<file path="config.mk">
export PLATFORM = sky130hd
export DESIGN_NAME = fir_sym_seq
export DESIGN_NICKNAME = d
export VERILOG_FILES = /design/src/rtl/fir_sym_pkg.sv /design/src/rtl/fir_coef_rom.sv /design/src/rtl/fir_mul.sv /design/src/rtl/fir_seq_ctrl.sv /design/src/rtl/fir_ps_bank.sv /design/src/rtl/fir_sym_seq.sv
export SDC_FILE = /design/constraint.sdc
export NUM_CORES = 1
export LEC_CHECK = 0
export ABC_CLOCK_PERIOD_IN_PS = 7000
export BUFFER_PORTS_ARGS = -buffer_cell sky130_fd_sc_hd__buf_2
export CAP_MARGIN = 15
export CORE_MARGIN = 4
export CORE_UTILIZATION = 55
export CTS_CLUSTER_DIAMETER = 120
export DETAILED_ROUTE_END_ITERATION = 7
export GPL_ROUTABILITY_DRIVEN = 0
export PLACE_DENSITY = 0.83
export SLEW_MARGIN = 20
export SYNTH_ARGS = -nofsm -noshare
export SYNTH_HDL_FRONTEND = slang
export SYNTH_SLANG_ARGS = --single-unit
</file>
<file path="constraint.sdc">
create_clock -name clk -period 7 [get_ports clk]
set_input_delay 1.4 -clock clk [delete_from_list [all_inputs] [get_ports clk]]
set_output_delay 1.4 -clock clk [all_outputs]
set_load 0.02 [all_outputs]
</file>
<file path="src/rtl/fir_sym_pkg.sv">
package fir_sym_pkg;

  typedef enum logic [1:0] {
    ST_IDLE = 2'd0,
    ST_MAC  = 2'd1,
    ST_DONE = 2'd2
  } seq_state_t;

  // Coefficient for the unique half of the taps (index j < N/2).
  function automatic int coef_formula(input int j);
    return ((7 * j + 3) % 23) - 11;
  endfunction

  // Accumulator width that cannot overflow for N products.
  function automatic int acc_width(input int xw, input int cw, input int n);
    return xw + cw + $clog2(n);
  endfunction

  // Width of a step counter over `half` values, never zero.
  function automatic int step_width(input int half);
    return (half > 1) ? $clog2(half) : 1;
  endfunction

endpackage

</file>
<file path="src/rtl/fir_coef_rom.sv">
module fir_coef_rom #(
  parameter int HALF = 4,
  parameter int CW   = 8,
  parameter int SW   = 2
) (
  input  logic [SW-1:0]        idx,
  output logic signed [CW-1:0] coef
);
  logic signed [CW-1:0] table_q [HALF];

  for (genvar j = 0; j < HALF; j++) begin : g_entry
    assign table_q[j] = CW'(fir_sym_pkg::coef_formula(j));
  end

  always_comb begin
    coef = '0;
    for (int j = 0; j < HALF; j++) begin
      if (int'(idx) == j) coef = table_q[j];
    end
  end
endmodule

</file>
<file path="src/rtl/fir_mul.sv">
module fir_mul #(
  parameter int XW = 12,
  parameter int CW = 8,
  parameter int AW = 23
) (
  input  logic signed [XW-1:0] x,
  input  logic signed [CW-1:0] c,
  output logic signed [AW-1:0] p
);
  localparam int PW = XW + CW;
  logic signed [PW-1:0] full;

  assign full = x * c;
  assign p    = {{(AW-PW){full[PW-1]}}, full};
endmodule

</file>
<file path="src/rtl/fir_seq_ctrl.sv">
module fir_seq_ctrl #(
  parameter int HALF = 4,
  parameter int SW   = 2
) (
  input  logic          clk,
  input  logic          rst,
  input  logic          in_valid,
  output logic          in_ready,
  output logic          accept,
  output logic          mac_en,
  output logic [SW-1:0] step,
  output logic          done
);
  import fir_sym_pkg::*;

  seq_state_t    state_q;
  logic [SW-1:0] step_q;
  logic          last_step;

  assign in_ready  = (state_q == ST_IDLE);
  assign accept    = in_valid && in_ready;
  assign mac_en    = (state_q == ST_MAC);
  assign done      = (state_q == ST_DONE);
  assign step      = step_q;
  assign last_step = (step_q == '0);

  always_ff @(posedge clk) begin
    if (rst) begin
      state_q <= ST_IDLE;
      step_q  <= '0;
    end else begin
      unique case (state_q)
        ST_IDLE: begin
          if (accept) begin
            state_q <= ST_MAC;
            step_q  <= SW'(HALF - 1);
          end
        end
        ST_MAC: begin
          if (last_step) state_q <= ST_DONE;
          else           step_q  <= step_q - 1'b1;
        end
        ST_DONE: state_q <= ST_IDLE;
        default: state_q <= ST_IDLE;
      endcase
    end
  end
endmodule

</file>
<file path="src/rtl/fir_ps_bank.sv">
module fir_ps_bank #(
  parameter int N  = 8,
  parameter int AW = 23,
  parameter int SW = 2
) (
  input  logic                 clk,
  input  logic                 rst,
  input  logic                 shift_en,
  input  logic                 mac_en,
  input  logic [SW-1:0]        step,
  input  logic signed [AW-1:0] prod,
  output logic signed [AW-1:0] y
);
  logic signed [AW-1:0] tap_q [N];
  logic [N-1:0]         hit;

  for (genvar k = 0; k < N; k++) begin : g_tap
    localparam int MIRROR = N - 1 - k;
    logic signed [AW-1:0] r_q;
    logic signed [AW-1:0] upstream;

    if (k == N - 1) begin : g_end
      assign upstream = '0;
    end else begin : g_mid
      assign upstream = tap_q[k+1];
    end

    assign hit[k]   = mac_en && ((int'(step) == k) || (int'(step) == MIRROR));
    assign tap_q[k] = r_q;

    always_ff @(posedge clk) begin
      if (rst)           r_q <= '0;
      else if (shift_en) r_q <= upstream;
      else if (hit[k])   r_q <= r_q + prod;
    end
  end

  assign y = tap_q[0];
endmodule

</file>
<file path="src/rtl/fir_sym_seq.sv">
module fir_sym_seq #(
  parameter int N  = 8,
  parameter int XW = 12,
  parameter int CW = 8
) (
  input  logic                                            clk,
  input  logic                                            rst,
  input  logic                                            in_valid,
  output logic                                            in_ready,
  input  logic [XW-1:0]                                   in_sample,
  output logic                                            out_valid,
  output logic [fir_sym_pkg::acc_width(XW, CW, N)-1:0]    out_y
);
  localparam int HALF = N / 2;
  localparam int AW   = fir_sym_pkg::acc_width(XW, CW, N);
  localparam int SW   = fir_sym_pkg::step_width(HALF);

  logic                 accept;
  logic                 mac_en;
  logic [SW-1:0]        step;
  logic signed [XW-1:0] x_q;
  logic signed [CW-1:0] coef;
  logic signed [AW-1:0] prod;
  logic signed [AW-1:0] y;

  always_ff @(posedge clk) begin
    if (rst)         x_q <= '0;
    else if (accept) x_q <= $signed(in_sample);
  end

  fir_seq_ctrl #(.HALF(HALF), .SW(SW)) u_ctrl (
    .clk(clk), .rst(rst), .in_valid(in_valid), .in_ready(in_ready),
    .accept(accept), .mac_en(mac_en), .step(step), .done(out_valid)
  );

  fir_coef_rom #(.HALF(HALF), .CW(CW), .SW(SW)) u_rom (
    .idx(step), .coef(coef)
  );

  fir_mul #(.XW(XW), .CW(CW), .AW(AW)) u_mul (
    .x(x_q), .c(coef), .p(prod)
  );

  fir_ps_bank #(.N(N), .AW(AW), .SW(SW)) u_bank (
    .clk(clk), .rst(rst), .shift_en(accept), .mac_en(mac_en),
    .step(step), .prod(prod), .y(y)
  );

  assign out_y = y;
endmodule

</file>
# Yosys cells after proc, flatten, opt, wreduce, memory -nomap -nowiden
# Index checks and enable logic that the tools add are counted.
[totals]
in_bits = 15
latchBits = 0
ram_bits = 0
memories = 0
ff_bits = 200
mem_bits_ro = 0
word_cells = 69
[classes]
addsub = 9
n_mul = 1
n_bitwise = 0
n_shift = 0
n_reduce_logical = 16
div_mod_pow = 0
n_eq_ne = 8
magnitude_cmp = 0
muxes = 24
[op_table]
columns = ["operator", "count"]
rows = [
  ["23-bit 2-to-1 mux", 14],
  ["23-bit by 20-bit adder with 23-bit output", 8],
  ["8-bit 2-to-1 mux", 4],
  ["12-bit by 8-bit multiplier with 20-bit output", 1],
  ["2-bit nonzero test", 5],
  ["2-bit 2-to-1 mux", 4],
  ["2-bit case mux with 2 select lines", 2],
  ["2-bit equality test, second input constant", 3],
  ["2-bit logical NOT", 3],
  ["2-bit inequality test, second input constant", 3],
  ["1-bit logical AND", 5],
  ["2-bit by 1-bit equality test with 1-bit output, second input constant", 2],
  ["3-bit AND reduction", 1],
  ["2-bit AND reduction", 1],
  ["2-bit OR reduction", 1],
  ["2-bit by 1-bit subtractor with 2-bit output, second input constant", 1],
]

# Logic depth before layout (Yosys ltp)
[logic_depth]
word_depth = 9
ltp_mapped = 36
mapped_depth_nobuf = 35

# Modules after synthesis
# A second synthesis with hierarchy kept.
[unflattened]
cells_unflattened = 2605
hier_area_um2 = 20245.7
[modules_own_cells]
columns = ["module", "n_inst", "cells_per_inst", "area_each_um2"]
rows = [
  ["fir_ps_bank", 1, 2113, 15955.3],
  ["fir_mul", 1, 425, 3624.7],
  ["fir_sym_seq", 1, 38, 420.4],
  ["fir_seq_ctrl", 1, 21, 192.7],
  ["fir_coef_rom", 1, 8, 52.6],
]

# Least setup slack after synthesis
# Ideal clock, no wire load.
[synth_timing]
path_kind = "reg2reg"
from = "reg u_ctrl.step_q[0], in the netlist u_ctrl.step[0]"
to = "reg u_bank.g_tap[5].r_q[22]"
path_slack_ns = -0.348
arrival_ns = 7.218
n_path_buf = 2
path_stages_with_launch = 32
setup_ns = 0.130
cell_sequence = "dfxtp_1 inv_1 ha_1 clkbuf_1 nor2_1 nor3_1 clkbuf_1 nand2_1 fa_1 fa_1 inv_1 fa_1 inv_1 fa_1 inv_1 ha_1 o21ai_0 o21bai_1 o311a_4 a2111oi_0 xnor2_1 ha_1 a21o_1 a21o_1 a21oi_1 nor3b_1 o31ai_1 and4_1 or4_1 a31oi_1 xnor2_1 o22ai_1"
[synth_via]
elab_chain_len = 9
[synth_lines]
columns = ["item", "line_no", "source"]
rows = [
  ["from (decl)", "fir_seq_ctrl.sv:17", "logic [SW-1:0] step_q;"],
  ["from (signal assigned)", "fir_seq_ctrl.sv:36", "step_q <= SW'(HALF - 1);"],
  ["from (signal assigned)", "fir_seq_ctrl.sv:41", "else step_q <= step_q - 1'b1;"],
  ["2-bit logical NOT", "fir_coef_rom.sv:18", "if (int'(idx) == j) coef = table_q[j];"],
  ["8-bit 2-to-1 mux (4 in series)", "fir_coef_rom.sv:18", ""],
  ["12-bit by 8-bit multiplier with 20-bit output", "fir_mul.sv:13", "assign full = x * c;"],
  ["23-bit by 20-bit adder with 23-bit output", "fir_ps_bank.sv:34", "else if (hit[k]) r_q <= r_q + prod;"],
  ["23-bit 2-to-1 mux", "fir_ps_bank.sv:34", ""],
  ["23-bit 2-to-1 mux", "fir_ps_bank.sv:33", "else if (shift_en) r_q <= upstream;"],
  ["to (signal assigned)", "fir_ps_bank.sv:33", ""],
  ["to (signal assigned)", "fir_ps_bank.sv:34", ""],
  ["to (decl)", "fir_ps_bank.sv:19", "logic signed [AW-1:0] r_q;"],
]
# Several ways; a longest one is shown, not always the timed one. The select of a mux whose other input is x is not followed.
# A chain may end at the register's enable or synchronous reset.

# Worst setup path after layout
[layout_timing]
from = "reg u_ctrl.step_q[0], in the netlist u_ctrl.step[0]"
to = "reg u_bank.g_tap[6].r_q[22]"
[layout_via]
elab_chain_len = 9
[layout_lines]
columns = ["item", "line_no"]
rows = [
  ["2-bit logical NOT", "fir_coef_rom.sv:18"],
  ["8-bit 2-to-1 mux (4 in series)", "fir_coef_rom.sv:18"],
  ["12-bit by 8-bit multiplier with 20-bit output", "fir_mul.sv:13"],
  ["23-bit by 20-bit adder with 23-bit output", "fir_ps_bank.sv:34"],
  ["23-bit 2-to-1 mux", "fir_ps_bank.sv:34"],
  ["23-bit 2-to-1 mux", "fir_ps_bank.sv:33"],
  ["to (signal assigned)", "fir_ps_bank.sv:33"],
  ["to (signal assigned)", "fir_ps_bank.sv:34"],
  ["to (decl)", "fir_ps_bank.sv:19"],
]
# Several ways; a longest one is shown, not always the timed one. The select of a mux whose other input is x is not followed.

==> reports/metrics.csv <==
stage,metric,value,unit
status,status,"finished, violations left",
status,violated checks,setup timing,
cts,H-tree Lvls,4,
die,Initial Utilization,0.564,
drt,DRC Markers,0,
drt,Vias/cell,6.55,
setup_path,reg-to-reg endpoint,u_bank.g_tap[5].upstream[22]$_SDFFE_PP0P_,
logic_synthesis,register area share after synthesis,0.210,
min_path,HP Class,register to register,
cts,Num CTS Buffers,17,
die,die span in x,194,µm
setup_path,CP max-delay cell,fa_1,
die,die area,37800,µm²
die,Die Y-Extent,194,µm
cts,clk sink count,200,
final_layout,P&R area growth vs syn,19.6,%
setup_path,r2r setup slk,-0.37,ns
setup_path,Reg2Reg Depth,31,
final_layout,multi-input logic area,15100,µm²
sta,Tightest Pin Transition,1.16,ns
drt,vias,19600,
setup_path,Crit path largest cell delay,0.61,ns
cts,"Reg clk slew, reported paths",0.09,ns
global_routing,first-pass GRT wire length,91200,µm
cts,CTS Root Cell,clkbuf_16,
sta,RSZ-0062 raised after global routing,yes,
logic_synthesis,"top cells by area, synth","dfxtp_1, ha_1, fa_1, a21oi_1, a22oi_1",
logic_synthesis,Mapped Cells,2365,
die,core footprint,33900,µm²
sta,min cycle time layout,7.37,ns
setup_path,"CP delay by family, top",adder cells,
die,IO Pins,40,
job,# Max-Cap Violations,0,
final_layout,Filler cells,2466,
logic_synthesis,largest area contributor in the netlist,dfxtp_1,
logic_synthesis,cell with the most instances after synthesis,a21oi_1,
setup_path,r2r startpoint,u_ctrl.step[0]$_SDFFE_PP0P_,
logic_synthesis,number of enable flip-flop cells after synthesis,0,
logic_synthesis,Yosys cell types,74,
drt,Antenna Violating Nets Remaining,0,
place,DP HPWL,39600,µm
setup_path,required time of the critical path,7.38,ns
setup_path,Critical Path Sink Type,register,
drt,Iter 0 DRT Violations,2256,
place,port buffer count,39,
final_layout,share of cells above drive strength 1,0.177,
sta,skew final,0.0154,ns
global_routing,initial antenna violation count,1,
drt,Routed WL per cell,20.5,µm
sta,Hold Fails Final Rpt,0,
min_path,end of the worst hold path,u_bank.g_tap[6].upstream[11]$_SDFFE_PP0P_,
sta,Pins Over Slew Limit,0,
logic_synthesis,syn_nets,2687,
final_layout,FF+latch area,4010,µm²
global_routing,pin count of the biggest net entering global routing,98,
drt,Post-Route WL,61300,µm
sta,post-route worst setup slack,-0.367,ns
logic_synthesis,Synth Cell Area,19100,µm²
setup_path,Critical Path Start Type,register,
cts,CTS tree,yes,
sta,Max transition margin,0.224,
setup_path,critical path arrival,7.75,ns
logic_synthesis,Synth async-reset ratio,0,
sta,Finish-stage setup viols,32,
setup_path,CP bufs+invs,8,
min_path,hold path startpoint,u_bank.g_tap[6].upstream[11]$_SDFFE_PP0P_,
global_routing,number of global-route vias before repair,19000,
min_path,hold path depth,2,
logic_synthesis,#FFs+latches synth,200,
global_routing,GRT Util Overall,0.286,
global_routing,Overflow after GRT,0,
die,Cell Rows,67,
final_layout,fin util,0.674,
setup_path,WS Path Type,register to register,
logic_synthesis,predominant post-synthesis flop cell,dfxtp_1,
logic_synthesis,Yosys Warn Count,0,
logic_synthesis,Avg Inst Size Synth,8.07,µm²
cts,deepest clock path buffer count,2,
cts,worst skew pair latency,0.47,ns
final_layout,nets,2856,
setup_path,CP Max Fanout,8,
sta,crit share post-route,1.05,
sta,FMAX,136,MHz
logic_synthesis,area share of the largest cell type after synthesis,0.210,
logic_synthesis,list of most frequent post-synthesis cells,"a21oi_1, nand2_1, ha_1, dfxtp_1, inv_1",
cts,CTS Hold Bufs,0,
drt,1st-pass router iterations,6,
[timing repair]
action                     in CTS  in global routing
setup endpoints to repair      31                 55
pin swaps                      52                 91
setup buffers                  14                 24
resized for setup              74                130
hold endpoints to repair        0                  0
[sequential cells by signal (all words and copies together) (netlist names)]
signal	flops
u_ctrl.step	2
u_ctrl.state_q	2
u_bank.y	23
x_q	12
u_bank.g_tap.upstream	161
[kinds of logic after synthesis]
| family | count (synthesis) | synth area share |
|---|---|---|
| compound gates | 774 | 0.265 |
| simple gates | 683 | 0.172 |
| fa+ha+maj | 307 | 0.234 |
| buf+inv | 253 | 0.0497 |
| flops | 200 | 0.210 |
| xor+xnor | 136 | 0.0634 |
| mux | 12 | 0.00662 |
[placed cells by master, fill, tap and decap left out, types with 10 or more instances in the layout]
cell type	synthesis	final
nor3_1	39	37
mux2i_1	10	10
nand3_1	50	48
o21ai_0	79	68
o21a_1	26	25
ha_1	224	193
o31ai_1	16	14
fa_1	83	79
or3_1	13	11
nor3b_1	18	16
nor2_1	157	150
o211ai_1	15	15
buf_6	0	22
dfxtp_1	200	198
buf_4	0	173
a21oi_1	278	255
nand2_1	225	221
a21o_1	70	70
buf_2	0	38
o21bai_1	29	28
nand4_1	10	10
ha_4	0	29
clkbuf_16	0	18
and3_1	24	21
nor2b_1	32	27
a221oi_1	35	34
or2_2	14	11
nand2b_1	34	28
a22oi_1	124	124
a21oi_2	1	21
and2_1	36	32
a31oi_1	22	20
inv_1	162	151
xnor2_1	103	92
xor2_1	32	32
[through the flow]
step	TNS [ns]	hold slack [ns]	worst slack, ns	cells	cell area (µm²)
global route	-9.12	0.507	-0.441	2995	22800
floorplan	-0.00739	0.449	-0.00739	2365	19100
finish	-5.42	0.484	-0.367	2996	22800
detailed placement	-2.89	0.469	-0.272	2926	20900
global placement	-0.0651	0.460	-0.0438	2926	20900
CTS	-0.231	0.481	-0.0910	2970	21900
[layer usage]
metal  vias up  GRT usage  part of all wire
met4         0      0.142             0.062
met5         -          0                 0
met1      9285      0.344              0.38
met3       355     0.0547             0.081
met2      1124      0.490              0.48
li1       8867          -                 -
[layout make-up]
cell class | count | share of cell area
flip-flops and latches | 200 | 0.176
well taps | 448 | 0.0245
multi-input cells | 1912 | 0.661
clock buffers | 18 | 0.0192
repair buffers | 241 | 0.0831
diodes | 1 | 0.000110
clock inverters | 14 | 0.00981
inverters | 162 | 0.0270
[worst register-to-register path: cells and delay by family, from the launching register on]
family / cells / cell delay [ns]
AO/OA/AOI/OAI: 9 / 1.47
AND/OR/NAND/NOR: 5 / 1.31
flip-flops: 1 / 0.38
adder cells (fa/ha/maj): 7 / 2.87
buffers and inverters: 8 / 1.02
XOR/XNOR: 2 / 0.22
[worst max-delay path by stage]
| stage | slack [ns] | cells after the start | startpoint | endpoint |
|---|---|---|---|---|
| 2_1_floorplan | -0.007 | 31 | u_ctrl.step[0]$_SDFFE_PP0P_ | u_bank.g_tap[4].upstream[22]$_SDFFE_PP0P_ |
| 3_3_place_gp | -0.04 | 32 | u_ctrl.step[0]$_SDFFE_PP0P_ | u_bank.g_tap[4].upstream[22]$_SDFFE_PP0P_ |
| 3_5_place_dp | -0.27 | 31 | u_ctrl.step[0]$_SDFFE_PP0P_ | u_bank.g_tap[4].upstream[22]$_SDFFE_PP0P_ |
| 4_1_cts | -0.09 | 32 | u_ctrl.step[1]$_SDFFE_PP0P_ | u_bank.g_tap[6].upstream[22]$_SDFFE_PP0P_ |
| 5_1_grt | -0.44 | 31 | u_ctrl.step[0]$_SDFFE_PP0P_ | u_bank.g_tap[5].upstream[22]$_SDFFE_PP0P_ |
| 6_report | -0.37 | 31 | u_ctrl.step[0]$_SDFFE_PP0P_ | u_bank.g_tap[5].upstream[22]$_SDFFE_PP0P_ |
Power is left out: the tool's default activity adds up to more than one toggle a clock period on the data nets, which glitch-free logic cannot reach.
